--- src/rtl/ocu_pkg.sv ---
package ocu_pkg;
  typedef enum logic [1:0] {
    WG_NORMAL = 2'b00,
    WG_CTC    = 2'b01,
    WG_FAST   = 2'b10,
    WG_PHASE  = 2'b11
  } wave_e;

  typedef enum logic [1:0] {
    CO_NONE   = 2'b00,
    CO_TOGGLE = 2'b01,
    CO_CLEAR  = 2'b10,
    CO_SET    = 2'b11
  } act_e;
endpackage

--- src/rtl/ocu_match.sv ---
module ocu_match #(
  parameter int CNT_W = 8
) (
  input  logic [CNT_W-1:0] cnt_val,
  input  logic [CNT_W-1:0] cmp_val,
  output logic             hit,
  output logic             at_bottom
);
  localparam logic [CNT_W-1:0] BOTTOM = '0;

  always_comb begin
    hit       = (cnt_val == cmp_val);
    at_bottom = (cnt_val == BOTTOM);
  end
endmodule

--- src/rtl/ocu_action.sv ---
module ocu_action
  import ocu_pkg::*;
(
  input  wave_e wave,
  input  act_e  act,
  input  logic  hit,
  input  logic  at_bottom,
  input  logic  cnt_down,
  input  logic  force_stb,
  input  logic  cur,
  output logic  nxt
);
  logic non_pwm;
  logic fire;

  always_comb begin
    non_pwm = (wave == WG_NORMAL) || (wave == WG_CTC);
    fire    = hit || (non_pwm && force_stb);
    nxt     = cur;
    unique case (wave)
      WG_NORMAL, WG_CTC: begin
        if (fire) begin
          unique case (act)
            CO_TOGGLE: nxt = ~cur;
            CO_CLEAR:  nxt = 1'b0;
            CO_SET:    nxt = 1'b1;
            default:   nxt = cur;
          endcase
        end
      end
      WG_FAST: begin
        if (act == CO_CLEAR) begin
          if (hit)            nxt = 1'b0;
          else if (at_bottom) nxt = 1'b1;
        end else if (act == CO_SET) begin
          if (hit)            nxt = 1'b1;
          else if (at_bottom) nxt = 1'b0;
        end
      end
      WG_PHASE: begin
        if (hit) begin
          if (act == CO_CLEAR)    nxt = cnt_down;
          else if (act == CO_SET) nxt = ~cnt_down;
        end
      end
      default: nxt = cur;
    endcase
  end
endmodule

--- src/rtl/ocu_pin_mux.sv ---
module ocu_pin_mux
  import ocu_pkg::*;
(
  input  logic clk,
  input  logic rst_n,
  input  act_e act,
  input  logic oc_nxt,
  input  logic port_data,
  input  logic port_dir,
  output logic pin_val,
  output logic pin_oe
);
  logic val_d;
  logic oe_d;

  always_comb begin
    oe_d  = port_dir;
    val_d = 1'b0;
    if (port_dir) begin
      val_d = (act != CO_NONE) ? oc_nxt : port_data;
    end
  end

  always_ff @(posedge clk or negedge rst_n) begin
    if (!rst_n) begin
      pin_val <= 1'b0;
      pin_oe  <= 1'b0;
    end else begin
      pin_val <= val_d;
      pin_oe  <= oe_d;
    end
  end

  assert_dir_follow_R9: assert property (@(posedge clk) disable iff (!rst_n)
    1'b1 |=> (pin_oe == $past(port_dir)));
  assert_port_path_R8: assert property (@(posedge clk) disable iff (!rst_n)
    (port_dir && act == CO_NONE) |=> (pin_val == $past(port_data)));
  assert_undriven_low_R9: assert property (@(posedge clk) disable iff (!rst_n)
    !port_dir |=> !pin_val);
endmodule

--- src/rtl/ocu_pin_unit.sv ---
module ocu_pin_unit
  import ocu_pkg::*;
#(
  parameter int CNT_W  = 8,
  parameter int SYNC_N = 2
) (
  input  logic             clk,
  input  logic             rst_n,
  input  logic [CNT_W-1:0] cnt_val,
  input  logic [CNT_W-1:0] cmp_val,
  input  logic [1:0]       act_sel,
  input  logic [1:0]       wave_sel,
  input  logic             cnt_down,
  input  logic             force_stb,
  input  logic             port_data,
  input  logic             port_dir,
  output logic             oc_state,
  output logic             pin_val,
  output logic             pin_oe
);
  localparam int SYNC_MSB = SYNC_N - 1;

  logic [SYNC_MSB:0] rst_pipe;
  logic              rst_int_n;
  logic              hit;
  logic              at_bottom;
  logic              oc_nxt;
  logic              oc_q;
  wave_e             wave;
  act_e              act;

  always_ff @(posedge clk or negedge rst_n) begin
    if (!rst_n) rst_pipe <= '0;
    else        rst_pipe <= {rst_pipe[SYNC_MSB-1:0], 1'b1};
  end
  assign rst_int_n = rst_pipe[SYNC_MSB];

  assign wave = wave_e'(wave_sel);
  assign act  = act_e'(act_sel);

  ocu_match #(.CNT_W(CNT_W)) u_match (
    .cnt_val   (cnt_val),
    .cmp_val   (cmp_val),
    .hit       (hit),
    .at_bottom (at_bottom)
  );

  ocu_action u_action (
    .wave      (wave),
    .act       (act),
    .hit       (hit),
    .at_bottom (at_bottom),
    .cnt_down  (cnt_down),
    .force_stb (force_stb),
    .cur       (oc_q),
    .nxt       (oc_nxt)
  );

  always_ff @(posedge clk or negedge rst_int_n) begin
    if (!rst_int_n) oc_q <= 1'b0;
    else            oc_q <= oc_nxt;
  end
  assign oc_state = oc_q;

  ocu_pin_mux u_pin (
    .clk       (clk),
    .rst_n     (rst_int_n),
    .act       (act),
    .oc_nxt    (oc_nxt),
    .port_data (port_data),
    .port_dir  (port_dir),
    .pin_val   (pin_val),
    .pin_oe    (pin_oe)
  );

  assert_no_action_hold_R2: assert property (@(posedge clk) disable iff (!rst_int_n)
    (act_sel == 2'b00) |=> $stable(oc_q));
  assert_toggle_on_match_R3: assert property (@(posedge clk) disable iff (!rst_int_n)
    (!wave_sel[1] && act_sel == 2'b01 && cnt_val == cmp_val) |=> (oc_q != $past(oc_q)));
  assert_fast_idle_R4: assert property (@(posedge clk) disable iff (!rst_int_n)
    (wave_sel == 2'b10 && cnt_val != cmp_val && cnt_val != '0) |=> $stable(oc_q));
  assert_phase_idle_R5: assert property (@(posedge clk) disable iff (!rst_int_n)
    (wave_sel == 2'b11 && cnt_val != cmp_val) |=> $stable(oc_q));
  assert_pin_follows_state_R8: assert property (@(posedge clk) disable iff (!rst_int_n)
    (port_dir && act_sel != 2'b00) |=> (pin_val == oc_q));
endmodule

--- config.mk ---
export PLATFORM = sky130hd
export DESIGN_NAME = ocu_pin_unit
export DESIGN_NICKNAME = d
export VERILOG_FILES = /design/src/rtl/ocu_pkg.sv /design/src/rtl/ocu_match.sv /design/src/rtl/ocu_action.sv /design/src/rtl/ocu_pin_mux.sv /design/src/rtl/ocu_pin_unit.sv
export SDC_FILE = /design/constraint.sdc
export NUM_CORES = 1
export LEC_CHECK = 0
export CAP_MARGIN = 20
export CORE_AREA = 2 2 39 41
export DETAILED_ROUTE_END_ITERATION = 7
export DIE_AREA = 0 0 41 43
export DONT_BUFFER_PORTS = 1
export HOLD_SLACK_MARGIN = 0.06
export REMOVE_ABC_BUFFERS = 1
export SETUP_SLACK_MARGIN = 0.05
export SLEW_MARGIN = 20
export SYNTH_ARGS = -nofsm -noshare
export SYNTH_HDL_FRONTEND = slang
export SYNTH_HIERARCHICAL = 1
export SYNTH_SLANG_ARGS = --single-unit
--- constraint.sdc ---
create_clock -name clk -period 0.8 [get_ports clk]
set_input_delay 0.08 -clock clk [delete_from_list [all_inputs] [get_ports clk]]
set_output_delay 0.08 -clock clk [all_outputs]
set_load 0.01 [all_outputs]
* After elaboration in Yosys (flattened, before gate mapping)
Index checks and enable logic that the tools add are counted.
** Word-level totals
- Flip-flop bits (word level) :: 5
- Input bits :: 26
- Output and inout port bits :: 3
- Logic and storage cells :: 34
** Operators by class
- Equality and inequality tests :: 7
- Multiplexer cells :: 14
- Bitwise operators :: 2
- Reduce and logical (&&, ||, !) cells :: 7
** Operator list (count)
- $mux W1 :: 12
- $eq A2 B2 Y1 const B :: 4
- $eq A8 B8 Y1 :: 1
- $logic_not A8 Y1 :: 1
- $pmux W1 S3 :: 2
- $eq A2 B1 Y1 const B :: 2
- $logic_not A2 Y1 :: 1
- $logic_or A1 B1 Y1 :: 2
- $not A1 Y1 :: 2
- $reduce_bool A2 Y1 :: 1
- $reduce_or A2 Y1 :: 1
- $logic_and A1 B1 Y1 :: 1

* Depth between registers and ports, before layout
Gate-level depths: netlist of run 1.
- Word-level depth :: 8
- Depth in mapped cells :: 9
- Mapped depth without buffers :: 9

* Hierarchy
Netlist of run 1, hierarchy kept.
** By module, submodules not included
- ocu_match :: instances 1, cells each 14, area each 105.1 um^2, sequential area each 0.0 um^2
- ocu_pin_unit :: instances 1, cells each 4, area each 78.8 um^2, sequential area each 75.1 um^2
- ocu_action :: instances 1, cells each 10, area each 75.1 um^2, sequential area each 0.0 um^2
- ocu_pin_mux :: instances 1, cells each 5, area each 68.8 um^2, sequential area each 50.0 um^2

* Worst setup path before layout of run 1
No wires, ideal clock.
- Path type :: input -> register
- Start point :: input cnt_val[5]
- End point :: register u_pin.pin_val
- Setup time :: 0.095 ns
- Arrival :: 1.313 ns
- Required time :: 0.705 ns
- Setup slack :: -0.609 ns
- Stages :: 8
- Buffers on the path :: 0
- Path through :: or4_1 nor2_1 nor2b_1 o21ai_1 mux2i_1 a21oi_1 o211ai_1 o31ai_1
** Between the ends
- Cells in the longest elaborated chain, start to end :: 8
- Elaborated cells between the ends (all ways) :: 14
- Classes of those cells :: eq/ne (1); mux (11); reduce/logical (2)
** Ends and longest elaborated chain
- from (decl) :: line ocu_pin_unit.sv:9 : input logic [CNT_W-1:0] cnt_val,
- $logic_not A8 Y1 (*) :: line ocu_match.sv:13 : at_bottom = (cnt_val == BOTTOM);
- via at_bottom :: line ocu_pin_unit.sv:26 : logic at_bottom;
- $mux W1 :: line ocu_action.sv:37 : else if (at_bottom) nxt = 1'b0;
- $mux W1 :: line ocu_action.sv:36 : if (hit) nxt = 1'b1;
- $mux W1 :: line ocu_action.sv:35 : end else if (act == CO_SET) begin
- $mux W1 (*) :: line ocu_action.sv:32 : if (act == CO_CLEAR) begin
- $pmux W1 S3 (*) :: line ocu_action.sv:20 : unique case (wave)
- via oc_nxt :: line ocu_pin_unit.sv:27 : logic oc_nxt;
- $mux W1 (*) :: line ocu_pin_mux.sv:20 : val_d = (act != CO_NONE) ? oc_nxt : port_data;
- $mux W1 (*) :: line ocu_pin_mux.sv:19 : if (port_dir) begin
- via u_pin.val_d :: line ocu_pin_mux.sv:13 : logic val_d;
- to (signal assigned) :: line ocu_pin_mux.sv:29 : pin_val <= val_d;
- to (decl) :: line ocu_pin_mux.sv:10 : output logic pin_val,
Mark *: on every way through the listed nets, which the timed path passes. The rest lies on a longest branch.

* Worst setup path in the final report of run 1
- Start point :: input cnt_val[4]
- End point :: register u_pin.pin_val
The elaborated chain is that of the path after synthesis.

==> flow_summary.toml, run 1 <==
[logic_synthesis]
synth-seq-cells = 5
yosysTopAreaCell = "dfrtp_1"
synthTopCellsByArea = "dfrtp_1, xnor2_1, or4_1"
avgSynthCellArea_um2 = 9.934
syn_area_um2 = 327.8
async_flop_share_pct = 100.0
yosysMostFrequentCell = "xnor2_1"
ys_seq_area_share_pct = 38.17
synth_warnings = 6
synth_edf_count = 0
synth_commonest_cells = "xnor2_1, dfrtp_1, nand4_1, nor2_1, or4_1"
synthCells = 33
synth.top_cell.area_share_pct = 38.17
synth_flop_cell = "dfrtp_1"
synth_cell_types = 18

[routing]
firstDrtPassIters = 2
vias_per_cell = 4.845
drc = 0
wl_per_cell_um = 12.79
vias = 281
wl_um = 742
drtAntennaViolNets = 0
drtIter0Drc = 5

[placed_design]
portBuffers = 0
hpwl_um = 616.7
gp_congestion = 0.5048

[sta]
rsz0062_at_grt = "true"
hold_viol = 1
maxSlewViolCount = 0
fin_crit_ps = 1253
fmax_mhz = 797.8
finalHoldWorstSlack_ps = -50.69
finalSetupViolCount = 3
setup_ws_ps = -453.5
skew_ps = 5.746
finalCritPeriodShare_pct = 156.7

[run_status]
status = "finished, violations left"
violations = "negative hold slack, negative setup slack"

[setup_path]
r2r-start = "oc_state"
rr_endpoint = "u_pin/pin_val"
end_kind = "register"
required_ps = 930
reg2reg_depth = 6
start_kind = "primary input"
r2r_slack_ps = -390
critPathMaxFanout = 2
path_class = "primary input to register"
crit_arrival_ps = 1390

[hold_path]
hold_class = "primary input to register"
worstHoldEndpoint = "u_pin/pin_val"
holdCritStartpoint = "act_sel[0]"
min_path_cells = 1

[floorplan]
die_h_um = 43
die_x_um = 41
dieArea_um2 = 1763
row_count = 14
core_area_um2 = 1384
start_util_pct = 23.69
num_io_pins = 29

[clock_network]
clock_sinks = 5
clockRootBuffer = "clkbuf_4"
cts.path.max_buffers = 2
cts_tree = "yes"
clk_latency_ps = 250
htreeDepth = 1
holdBufCountCts = 3
path_clk_slew_ps = 40
numCtsBuffers = 3

[global_routing]
grt_max_degree = 6
antenna_found_initial = 0
globalRoute.totalOverflow = 0
grt_pass1_wl_um = 1152
grt_usage_pct = 10.31
grt_pass1_vias = 331

[power_and_ir_drop]
p_total_uw = 717.3
peakVddDrop_mv = 0.3135
cellLeakagePower_nw = 0.1651
power_density_nw_per_um2 = 1652

[finish]
nFillCells = 149
multi_input_area_um2 = 211.5
seq_area_um2 = 125.1
drive_above_1_share_pct = 28.57
antennaDiodeCount = 0
synthToLayoutAreaGrowth_pct = 32.44
layout.nets = 69

[run]
maxCapViolations = 0
-- worst max path at each step --
| stage | from | to | slack [ps] | depth (start not counted) |
|---|---|---|---|---|
| final | cnt_val[4] | u_pin/pin_val | -450 | 8 |
| after detailed placement | cnt_val[5] | u_pin/pin_val | -740 | 8 |
| after CTS | cnt_val[0] | u_pin/pin_val | -460 | 8 |
| after global routing | cnt_val[4] | u_pin/pin_val | -540 | 8 |
| after global placement | cnt_val[5] | u_pin/pin_val | -690 | 8 |
| after floorplan | cnt_val[5] | u_pin/pin_val | -610 | 8 |
-- cells in the final DEF (no fill, tap or decap) --
cell and instances:
nor2_1 2, a21boi_2 1, nor2b_1 1, a21oi_1 1
nand4_1 2, clkinv_2 1, o211ai_1 1, mux2i_1 1
inv_1 1, buf_6 1, dlygate4sd3_1 2, a211oi_2 1
or4_4 2, o22ai_1 1, o221a_2 1, o31ai_1 1
conb_1 1, dfrtp_1 5, nand2_1 1, o21ai_1 1
clkbuf_4 3, buf_4 2, xnor2_1 9
-- critical path, stage by stage --
cell and delay [ps]:
or4_4 510, nor2_1 100, nor2b_1 130, o21ai_1 80, mux2i_1 120, a21oi_1 170, o211ai_1 110, o31ai_1 90
-- layout make-up --
type,instances,area share (%)
multi-input cells,27,48.70
flip-flops and latches,5,28.82
repair buffers,5,10.66
clock buffers,3,5.187
well taps,16,4.611
clock inverters,1,1.153
inverters,1,0.8646
-- sequential cells by signal (all words and copies together), names as in the netlist --
name / flops
rst_pipe: 2
u_pin/pin_val: 1
u_pin/pin_oe: 1
oc_state: 1
-- where the power goes --
part	switching (mW)	internal (mW)	total [mW]	leakage (nW)
registers	0.0172	0.274	0.292	0.0590
clock network	0.111	0.181	0.292	0.0177
logic	0.0493	0.0846	0.134	0.0884
total	0.177	0.540	0.717	0.165
-- logic make-up after synthesis --
kind of cell | synth area share, %
AOI/OAI and AO/OA | 18.70
xor gates and xnor gates | 24.05
buffers and inverters | 1.144
DFF | 38.17
muxes | 3.054
other | 1.144
and+or+nand+nor | 13.74
-- through the flow --
stage	cells	util, %	worst slack [ps]	setup TNS [ps]	cell area (um^2)
after global routing	58	31.37	-541.2	-1025	434.2
final	58	31.37	-453.5	-856.4	434.2
after floorplan	33	-	-608.8	-1043	327.8
after detailed placement	51	26.22	-743.3	-1274	362.8
after CTS	59	31.83	-458.7	-877.7	440.4
after global placement	51	26.22	-689.0	-1198	362.8
-- repair_timing --
item | 4_1_cts | 5_1_grt
setup buffers | 1 | 0
cloned | 0 | 0
resized for setup | 3 | 1
hold endpoints to repair | 7 | 4
pin swaps | 4 | 1
setup endpoints to repair | 3 | 6
-- routing by layer --
layer | part of all wire [%] | track usage [%] | vias to the layer above
li1 | - | - | 139
met4 | 1.9 | 12.00 | 0
met5 | 0 | 0 | -
met1 | 31 | 8.599 | 119
met3 | 11 | 1.571 | 2
met2 | 56 | 17.19 | 21
(Power assumes the default switching activity.)
==> inputs of run 2 (changes only) <==
==> constraint.sdc (replaced) <==
create_clock -name clk -period 1.43 [get_ports clk]
set_input_delay 0.143 -clock clk [delete_from_list [all_inputs] [get_ports clk]]
set_output_delay 0.143 -clock clk [all_outputs]
set_load 0.01 [all_outputs]
==> flow_summary.toml, run 2 (synthesis results as in run 1) <==
[placed_design]
placedCellCount = 51
portBuffers = 0
placed_area_um2 = 362.8
gp_congestion = 0.5127

[clock_network]
cts.path.max_buffers = 2
cts_tree = "yes"
path_clk_slew_ps = 40
clockRootBuffer = "clkbuf_4"
clock_sinks = 5
htreeDepth = 1
clk_latency_ps = 240
numCtsBuffers = 3

[sta]
skew_ps = 2.423
hold_viol = 0
finalCritPeriodShare_pct = 93.29
fmax_mhz = 749.6
finalSetupViolCount = 0
maxSlewViolCount = 0
fin_crit_ps = 1334
rsz0062_at_grt = "false"

[finish]
layout.nets = 73
instances_no_fill = 62
antennaDiodeCount = 0
final_common_cell = "xnor2_1"
final_cell_area_um2 = 462.9
synthToLayoutAreaGrowth_pct = 41.22
max_flop_register = "rst_pipe"
drive_above_1_share_pct = 17.39
finalCoreUtilization_pct = 33.45
largest_register_ffs = 2
mostFrequentLayoutCells = "xnor2_1, dlygate4sd3_1, dfrtp_1"

[floorplan]
die_x_um = 41
core_area_um2 = 1384
row_count = 14
num_io_pins = 29
start_util_pct = 23.69
dieArea_um2 = 1763
die_h_um = 43

[power_and_ir_drop]
peakVddDrop_mv = 0.1637
p_total_uw = 399.4
cellLeakagePower_nw = 0.1738
power_density_nw_per_um2 = 862.7

[setup_path]
start_kind = "primary input"
end_kind = "register"
critPathMaxFanout = 2
required_ps = 1540
crit_arrival_ps = 1440
path_class = "primary input to register"

[global_routing]
grt_pass1_wl_um = 1235
globalRoute.totalOverflow = 0
grt_usage_pct = 10.71
antenna_found_initial = 0
grt_max_degree = 6
grt_pass1_vias = 341

[routing]
wl_um = 880
drtAntennaViolNets = 0
firstDrtPassIters = 4
vias = 313
drtIter0Drc = 13
drc = 0
vias_per_cell = 5.048
wl_per_cell_um = 14.19

[hold_path]
hold_class = "primary input to register"

[run]
maxCapViolations = 0

[run_status]
status = "completed"
[run 2: cell types whose count changed in the layout (fill, tap and decap cells not counted), sizes merged]
cell,before,now
clkbuf,3,4
dlygate4sd3,2,7
clkinv,1,0
buf,3,2
[run 2: metal layers]
| layer | global-route usage, % | vias to the layer above | share of wire, % |
|---|---|---|---|
| li1 | - | 146 | - |
| met4 | 10.00 | 0 | 0 |
| met1 | 9.236 | 138 | 32 |
| met3 | 2.618 | 0 | 14 |
| met5 | 0 | - | 0 |
| met2 | 18.13 | 29 | 54 |
[run 2: metrics by stage]
stage	setup WS [ps]	TNS, ps	hold WS [ps]
finish	96.01	0	87.33
global route	52.83	0	68.31
CTS	95.53	0	70.50
detailed placement	-156.7	-156.7	-152.5
global placement	-123.3	-123.3	-152.6
floorplan	-41.84	-41.84	-152.6
[run 2: worst paths after layout]
kind | from | endpoint | slack (ps) | cells past startpoint
max | cnt_val[5] | u_pin/pin_val | 100 | 8
min | act_sel[0] | u_pin/pin_val | 90 | 2
max reg2reg | oc_state | u_pin/pin_val | 150 | 6
min reg2reg | rst_pipe[0] | rst_pipe[1] | 380 | 0
max in group asynchronous | rst_pipe[1] | u_pin/pin_val | 680 | 1
min in group asynchronous | rst_n | rst_pipe[1] | 150 | 1
[run 2: timing repair]
action                                  CTS  global route
endpoints found under the setup margin    0             1
hold endpoints to repair                  8             0
hold buffers                              7             0
resized for setup                         0             1
buffers inserted                          0             0
[run 2: area by class of cell]
cell class                 count  area [um^2]
tap                           16        20.02
clock buffer                   4        26.28
sequential                     5        125.1
inverter                       1        3.754
fill                         153        920.9
multi-input combinational     27        202.7
timing repair buffer           9        85.08
[run 2: critical path: stages]
cell      delay [ps]
or4_1            510
nor2_1           100
nor2b_1          130
o21ai_1           80
mux2i_1          190
a21oi_2           90
o211ai_1         100
o31ai_1          100
[run 2: report_power, final]
part	internal (mW)	switching [mW]	total [mW]
Sequential	0.154	0.00746	0.161
Combinational	0.0477	0.0308	0.0785
Clock	0.105	0.0545	0.160
